<file path="config.mk">
export PLATFORM = sky130hd
export DESIGN_NAME = tick_timer
export DESIGN_NICKNAME = d
export VERILOG_FILES = /design/src/rtl/tick_timer.sv
export SDC_FILE = /design/constraint.sdc
export NUM_CORES = 1
export LEC_CHECK = 0
export BUFFER_PORTS_ARGS = -buffer_cell sky130_fd_sc_hd__buf_4
export CORE_ASPECT_RATIO = 0.7
export CORE_UTILIZATION = 55
export CTS_CLUSTER_SIZE = 25
export DETAILED_ROUTE_END_ITERATION = 12
export GPL_ROUTABILITY_DRIVEN = 0
export GPL_TIMING_DRIVEN = 0
export PLACE_DENSITY = 0.75
export SYNTH_ARGS = -nofsm -noshare
export SYNTH_HDL_FRONTEND = slang
export SYNTH_SLANG_ARGS = --single-unit
</file>
<file path="constraint.sdc">
create_clock -name clk -period 5.7 [get_ports clk]
set_clock_uncertainty 0.2 [all_clocks]
set_input_delay 0.855 -clock clk [delete_from_list [all_inputs] [get_ports clk]]
set_output_delay 0.855 -clock clk [all_outputs]
set_load 0.005 [all_outputs]
</file>
<file path="src/rtl/tick_timer.sv">
module tick_timer #(
  parameter int CNT_W = 32,
  parameter int PRE_W = 16
) (
  input  logic             clk,
  input  logic             rst_n,
  input  logic             wr_en,
  input  logic [1:0]       addr,
  input  logic [CNT_W-1:0] wdata,
  output logic [CNT_W-1:0] rdata,
  output logic             irq
);
  localparam logic [1:0] A_RUN = 2'd0;
  localparam logic [1:0] A_CST = 2'd1;
  localparam logic [1:0] A_CNT = 2'd2;
  localparam logic [1:0] A_CTL = 2'd3;
  localparam int CTL_W    = 16;
  localparam int FLAG_BIT = 8;
  localparam int IE_BIT   = 5;

  logic             run, ie, flag;
  logic [2:0]       sel;
  logic [CNT_W-1:0] reload, count;
  logic [PRE_W-1:0] pre, pre_top;
  logic [31:0]      div_full;
  logic             tick, wr_cnt, wr_ctl, underflow;
  logic [CTL_W-1:0] ctl_rd;

  assign wr_cnt    = wr_en && addr == A_CNT;
  assign wr_ctl    = wr_en && addr == A_CTL;
  assign div_full  = 32'd4 << {sel, 1'b0};
  assign pre_top   = PRE_W'(div_full - 32'd1);
  assign tick      = run && (pre >= pre_top);
  assign underflow = tick && !wr_cnt && count == '0;
  assign ctl_rd    = {7'b0, flag, 2'b0, ie, 2'b0, sel};

  always_ff @(posedge clk or negedge rst_n) begin
    if (!rst_n)    pre <= '0;
    else if (!run) pre <= '0;
    else if (tick) pre <= '0;
    else           pre <= pre + 1'b1;
  end

  always_ff @(posedge clk or negedge rst_n) begin
    if (!rst_n) begin
      run    <= 1'b0;
      reload <= '0;
    end else if (wr_en) begin
      if (addr == A_RUN) run    <= wdata[0];
      if (addr == A_CST) reload <= wdata;
    end
  end

  always_ff @(posedge clk or negedge rst_n) begin
    if (!rst_n)          count <= '0;
    else if (wr_cnt)     count <= wdata;
    else if (underflow)  count <= reload;
    else if (tick)       count <= count - 1'b1;
  end

  always_ff @(posedge clk or negedge rst_n) begin
    if (!rst_n) begin
      sel  <= '0;
      ie   <= 1'b0;
      flag <= 1'b0;
      irq  <= 1'b0;
    end else begin
      if (wr_ctl) begin
        sel <= wdata[2:0];
        ie  <= wdata[IE_BIT];
      end
      if (underflow)                    flag <= 1'b1;
      else if (wr_ctl && !wdata[FLAG_BIT]) flag <= 1'b0;
      irq <= flag && ie;
    end
  end

  always_comb begin
    unique case (addr)
      A_RUN:   rdata = {{(CNT_W-1){1'b0}}, run};
      A_CST:   rdata = reload;
      A_CNT:   rdata = count;
      default: rdata = {{(CNT_W-CTL_W){1'b0}}, ctl_rd};
    endcase
  end
endmodule


</file>
# Yosys cells after proc, flatten, opt, wreduce, memory -nomap -nowiden
# Index checks and enable logic that the tools add are counted.
[word_totals]
reg_bits = 87
latchBits = 0
ram_bits = 0
rom_bits = 0
input_bits = 37
output_inout_bits = 33
wordCells = 39
mem_count = 0
[classes]
add_sub_neg = 3
multipliers = 0
n_div = 0
n_lt_le_gt_ge = 1
eq_ne = 3
shifts = 1
n_mux = 8
bitwise_logic = 0
n_reduce_logical = 15
[op_table]
columns = ["operator", "count"]
rows = [
  ["32-bit two-way mux", 3],
  ["32-bit one-hot mux with 3 select lines", 1],
  ["32-bit zero test", 1],
  ["16-bit two-way mux", 2],
  ["32-bit by 1-bit subtractor with 32-bit output, second input constant", 1],
  ["16-bit by 1-bit adder with 16-bit output, second input constant", 1],
  ["16-bit greater-or-equal comparator", 1],
  ["3-bit by 4-bit left shift with 16-bit output, first input constant", 1],
  ["16-bit by 1-bit subtractor with 16-bit output, second input constant", 1],
  ["1-bit logical AND", 7],
  ["2-bit equality test, second input constant", 2],
  ["2-bit AND reduction", 2],
  ["3-bit nonzero test", 1],
  ["2-bit by 1-bit equality test with 1-bit output, second input constant", 1],
  ["1-bit zero test", 2],
  ["2-bit zero test", 1],
  ["1-bit two-way mux", 2],
  ["2-bit nonzero test", 1],
]

# Depth between registers and ports, before layout
[depth]
depth_word = 8
mapped_depth = 17
mapped_depth_nobuf = 13

# Worst setup path before layout
# Ideal clock, no wire load.
[synth_timing]
path_kind = "register to register"
start = "register sel[1]"
end = "register count[20]"
setup_time_ns = 0.082
arrival_time_ns = 3.124
t_required_ns = 5.418
setup_slack_ns = 2.294
path_stages_with_launch = 15
path_buffers = 3
period_less_slack_ns = 3.406
path_cell_list = "dfrtp_1 > clkbuf_1 > nor2_1 > nand2_1 > ha_1 > clkbuf_1 > inv_1 > o32a_1 > ha_1 > and4_1 > o211ai_1 > a21boi_1 > clkbuf_1 > o311ai_0 > a31oi_1"
[synth_via]
elab_chain_len = 8
word_cells_on_any_way = 9
classes_between = "1 x add/sub; 1 x order compare; 1 x shift; 2 x mux; 4 x reduce/logical"
[synth_lines]
columns = ["element", "line", "text"]
rows = [
  ["start, declared", "22", "logic [2:0] sel;"],
  ["start signal, assigned", "69", "sel <= wdata[2:0];"],
  ["3-bit by 4-bit left shift with 16-bit output *", "31", "assign div_full = 32'd4 << {sel, 1'b0};"],
  ["16-bit by 1-bit subtractor with 16-bit output *", "32", "assign pre_top = PRE_W'(div_full - 32'd1);"],
  ["16-bit greater-or-equal comparator *", "33", "assign tick = run && (pre >= pre_top);"],
  ["1-bit logical AND *", "33", ""],
  ["1-bit logical AND (2 in series)", "34", "assign underflow = tick && !wr_cnt && count == '0;"],
  ["32-bit two-way mux", "57", "else if (underflow) count <= reload;"],
  ["32-bit two-way mux", "56", "else if (wr_cnt) count <= wdata;"],
  ["end signal, assigned", "56", ""],
  ["end signal, assigned", "57", ""],
  ["end signal, assigned", "58", "else if (tick) count <= count - 1'b1;"],
  ["end, declared", "23", "logic [CNT_W-1:0] reload, count;"],
]
# Every way passes the cells marked *; elsewhere a longest branch is shown, timed or not.
# A chain may end at the register's enable or synchronous reset.

# Worst setup path after layout
# Ends and elaborated chain as after synthesis.

==> run_summary.xml <==
<?xml version="1.0" encoding="UTF-8"?>
<metrics>
  <group name="outcome">
    <metric name="status" unit="">complete, no violations</metric>
  </group>
  <group name="cts">
    <metric name="cts-htree-levels" unit="">3</metric>
    <metric name="ctsResizeCount" unit="">0</metric>
    <metric name="post_cts.repair.setup_buffers" unit="">0</metric>
    <metric name="clockRootBuffer" unit="">clkbuf_16</metric>
    <metric name="clk_path_buf_depth" unit="">2</metric>
    <metric name="insertion_delay" unit="ns">0.35</metric>
    <metric name="tritoncts" unit="">yes</metric>
    <metric name="clkSlewWorstSetupHoldPaths" unit="ns">0.07</metric>
    <metric name="postCtsHoldBufs" unit="">0</metric>
    <metric name="cts_num_sinks" unit="">87</metric>
    <metric name="cts_buf_count" unit="">9</metric>
  </group>
  <group name="setup_path">
    <metric name="critical-path-top-delay-family" unit="">compound AO/OA/AOI/OAI gates</metric>
    <metric name="critical_path.max_fanout" unit="">10</metric>
    <metric name="worst_setup_path_end_kind" unit="">register</metric>
    <metric name="critPathArrivalTime" unit="ns">5.09</metric>
    <metric name="critical-path-slowest-cell" unit="">a21boi_1</metric>
    <metric name="worstPathBufferInverterCount" unit="">4</metric>
    <metric name="crit_required" unit="ns">5.77</metric>
    <metric name="criticalPathCategory" unit="">register to register</metric>
    <metric name="worstSetupStartpointType" unit="">register</metric>
    <metric name="worst_path_largest_cell_delay" unit="ns">0.93</metric>
    <metric name="cpMostUsedCell" unit="">clkbuf_1</metric>
    <metric name="critical_path.cell_chain" unit="">clkbuf_1 &gt; nor2_1 &gt; nand2_1 &gt; ha_1 &gt; clkbuf_1 &gt; inv_1 &gt; o32a_1 &gt; ha_1 &gt; nand2_1 &gt; o21ai_0 &gt; a21oi_1 &gt; a21boi_1 &gt; clkbuf_1 &gt; o311ai_0 &gt; a31oi_1</metric>
  </group>
  <group name="logic_synthesis">
    <metric name="synth_commonest_cells" unit="">dfrtp_1 (87), nor2_1 (60), nand2_1 (54), mux2_2 (41), a22o_1 (32)</metric>
    <metric name="synthDominantAreaCellType" unit="">dfrtp_1</metric>
    <metric name="mappedNetlistArea" unit="sq um">5330</metric>
    <metric name="synth_flop_cell" unit="">dfrtp_1</metric>
    <metric name="yosys.area.top_type_share" unit="">0.409</metric>
    <metric name="synth_most_common_cell" unit="">dfrtp_1</metric>
    <metric name="synth_async_sr_flop_share" unit="">1.00</metric>
    <metric name="yosys_warnings" unit="">0</metric>
    <metric name="synthesis.instances" unit="">560</metric>
    <metric name="synth-edff-count" unit="">0</metric>
    <metric name="postSynthNetCount" unit="">614</metric>
    <metric name="yosysSeqAreaShare" unit="">0.409</metric>
    <metric name="synth.distinct_cells" unit="">61</metric>
    <metric name="post_synth.cell_area_avg" unit="sq um">9.51</metric>
    <metric name="ys_ff_latch" unit="">87</metric>
    <metric name="synthTopCellsByArea" unit="">dfrtp_1 (41%), mux2_2 (8.7%), a22o_1 (5.3%), nor2_1 (4.2%), ha_1 (4.0%)</metric>
  </group>
  <group name="routing">
    <metric name="top_layer" unit="">met4</metric>
    <metric name="met2_wire_length" unit="mm">6.45</metric>
    <metric name="total_routed_wire_length_on_the_met1_layer" unit="mm">7.32</metric>
    <metric name="detailroute.via_count" unit="">5092</metric>
    <metric name="drc" unit="">0</metric>
    <metric name="postRouteWirelength" unit="mm">16.2</metric>
    <metric name="detail_route.vias_per_cell" unit="">6.62</metric>
    <metric name="met3WireLength" unit="mm">2.18</metric>
    <metric name="wire_per_inst" unit="um">21.1</metric>
    <metric name="drt_first_pass_iters" unit="">5</metric>
    <metric name="dr.first_iter.drc_count" unit="">670</metric>
    <metric name="antenna_violating_nets_post_route" unit="">0</metric>
  </group>
  <group name="min_path">
    <metric name="hp-class" unit="">register to register</metric>
  </group>
  <group name="global_route">
    <metric name="grt_first_pass_wirelength" unit="mm">25.7</metric>
    <metric name="gr-total-overflow" unit="">0</metric>
    <metric name="grt_pass1_vias" unit="">4687</metric>
    <metric name="groute.usage.overall" unit="">0.334</metric>
    <metric name="antenna_found_initial" unit="">0</metric>
    <metric name="grt_max_degree" unit="">88</metric>
  </group>
  <group name="timing">
    <metric name="finalHoldViolations" unit="">0</metric>
    <metric name="max_freq" unit="MHz">199</metric>
    <metric name="finalSetupViolations" unit="">0</metric>
    <metric name="final.period_utilization" unit="">0.880</metric>
    <metric name="timing.setup.tns" unit="ns">0</metric>
    <metric name="rsz0062_at_grt" unit="">no</metric>
    <metric name="worst_slew_pin_slew" unit="ns">1.17</metric>
    <metric name="slew_headroom" unit="">0.221</metric>
    <metric name="timing.final.crit_period" unit="ns">5.02</metric>
    <metric name="final_max_slew_viol_count" unit="">0</metric>
  </group>
  <group name="power_and_ir_drop">
    <metric name="power.leakage" unit="uW">0.00273</metric>
    <metric name="power.density_cell_area" unit="nW/um^2">285</metric>
    <metric name="worst_ir_drop_vdd" unit="mV">0.186</metric>
  </group>
  <group name="run">
    <metric name="cap_violations" unit="">0</metric>
  </group>
  <group name="floorplanning">
    <metric name="die-area" unit="sq um">10100</metric>
    <metric name="rows" unit="">29</metric>
    <metric name="start_util" unit="">0.578</metric>
    <metric name="die_x" unit="um">120</metric>
    <metric name="top_level_ports" unit="">70</metric>
    <metric name="die_y" unit="um">84.3</metric>
    <metric name="core_region_area" unit="sq um">9220</metric>
  </group>
  <group name="finish">
    <metric name="finalNetCount" unit="">694</metric>
    <metric name="final.fill_count" unit="">765</metric>
    <metric name="layout.core_utilization" unit="">0.681</metric>
    <metric name="multi_input_area" unit="sq um">2980</metric>
    <metric name="drive_above_1_share" unit="">0.217</metric>
    <metric name="area_growth" unit="%">17.8</metric>
    <metric name="antenna_cells" unit="">0</metric>
    <metric name="area.sequential" unit="sq um">2180</metric>
  </group>
  <group name="place">
    <metric name="placement.io_buffers" unit="">69</metric>
    <metric name="dpl.hpwl" unit="mm">11.5</metric>
  </group>
</metrics>
==> cell type report <==
cell class / instances / area share
Tap cell: 124 / 0.0247
Sequential cell: 87 / 0.347
Inverter: 10 / 0.00598
Clock inverter: 4 / 0.00319
Clock buffer: 12 / 0.0409
Multi-Input combinational cell: 431 / 0.475
Timing Repair Buffer: 69 / 0.0826
Buffer: 32 / 0.0211
==> registers in the layout (all words and copies together) (netlist names) <==
register  cells
count        32
reload       32
pre          16
sel           3
flag          1
ie            1
irq           1
run           1
==> report_power, final <==
group	switching, uW	internal (uW)	leakage (uW)	total (uW)
sequential	112	708	0.00105	821
clock	243	316	0.000142	560
combinational	202	206	0.00154	408
total	557	1230	0.00273	1790
==> worst reg2reg max path: stages (launching register included) <==
cell and delay [ns]:
dfrtp_1 0.33, clkbuf_1 0.32, nor2_1 0.15, nand2_1 0.13, ha_1 0.16, clkbuf_1 0.32
inv_1 0.16, o32a_1 0.36, ha_1 0.29, nand2_1 0.05, o21ai_0 0.16, a21oi_1 0.13
a21boi_1 0.93, clkbuf_1 0.63, o311ai_0 0.38, a31oi_1 0.24
==> cell families (layout without fill, tap and decap cells) <==
family                     after synthesis  in the layout  share of synthesized area
adders and majority gates               17             17                     0.0399
and+or+nand+nor                        204            204                      0.193
DFF                                     87             87                      0.409
buffers and inverters                   42            127                     0.0320
muxes                                   45             45                     0.0966
AOI/OAI and AO/OA                      139            139                      0.187
xor gates and xnor gates                26             26                     0.0428
==> metrics by stage <==
stage / area, sq um / total power, uW / instances / hold slack [ns] / worst slack [ns]
finish: 6270 / 1790 / 769 / 0.301 / 0.683
CTS: 6270 / 1780 / 769 / 0.306 / 0.918
floorplan: 5330 / 1060 / 560 / 0.265 / 2.29
global placement: 6000 / 1210 / 753 / 0.283 / 0.992
detailed placement: 6000 / 1230 / 753 / 0.285 / 0.962
global route: 6270 / 1870 / 769 / 0.323 / 0.496
==> path summary, 6_finish.rpt <==
kind	endpoint	cells past startpoint	slack, ns	start
worst min register to register	pre[0]	1	0.30	pre[0]
worst min-delay path	pre[0]	1	0.30	pre[0]
max in group asynchronous	count[26]	1	4.03	rst_n
worst max-delay path	count[20]	15	0.68	sel[1]
min in group asynchronous	pre[0]	1	0.51	rst_n
worst max register to register	count[20]	15	0.68	sel[1]
==> placed cells by master, fill, tap and decap left out, drive strengths merged, types with 17 or more instances in the layout <==
| master | count |
|---|---|
| nor2 | 61 |
| dfrtp | 87 |
| ha | 17 |
| buf | 74 |
| o21ai | 25 |
| a22o | 32 |
| mux2 | 41 |
| clkbuf | 39 |
| nand2 | 54 |
| nand3 | 24 |
==> per-layer routing <==
metal	global-route usage	vias up
li1	-	2249
met1	0.507	2446
met2	0.442	359
met3	0.109	38
met4	0.114	0
met5	0	-
Note: power is estimated with default switching activity, not from simulation.
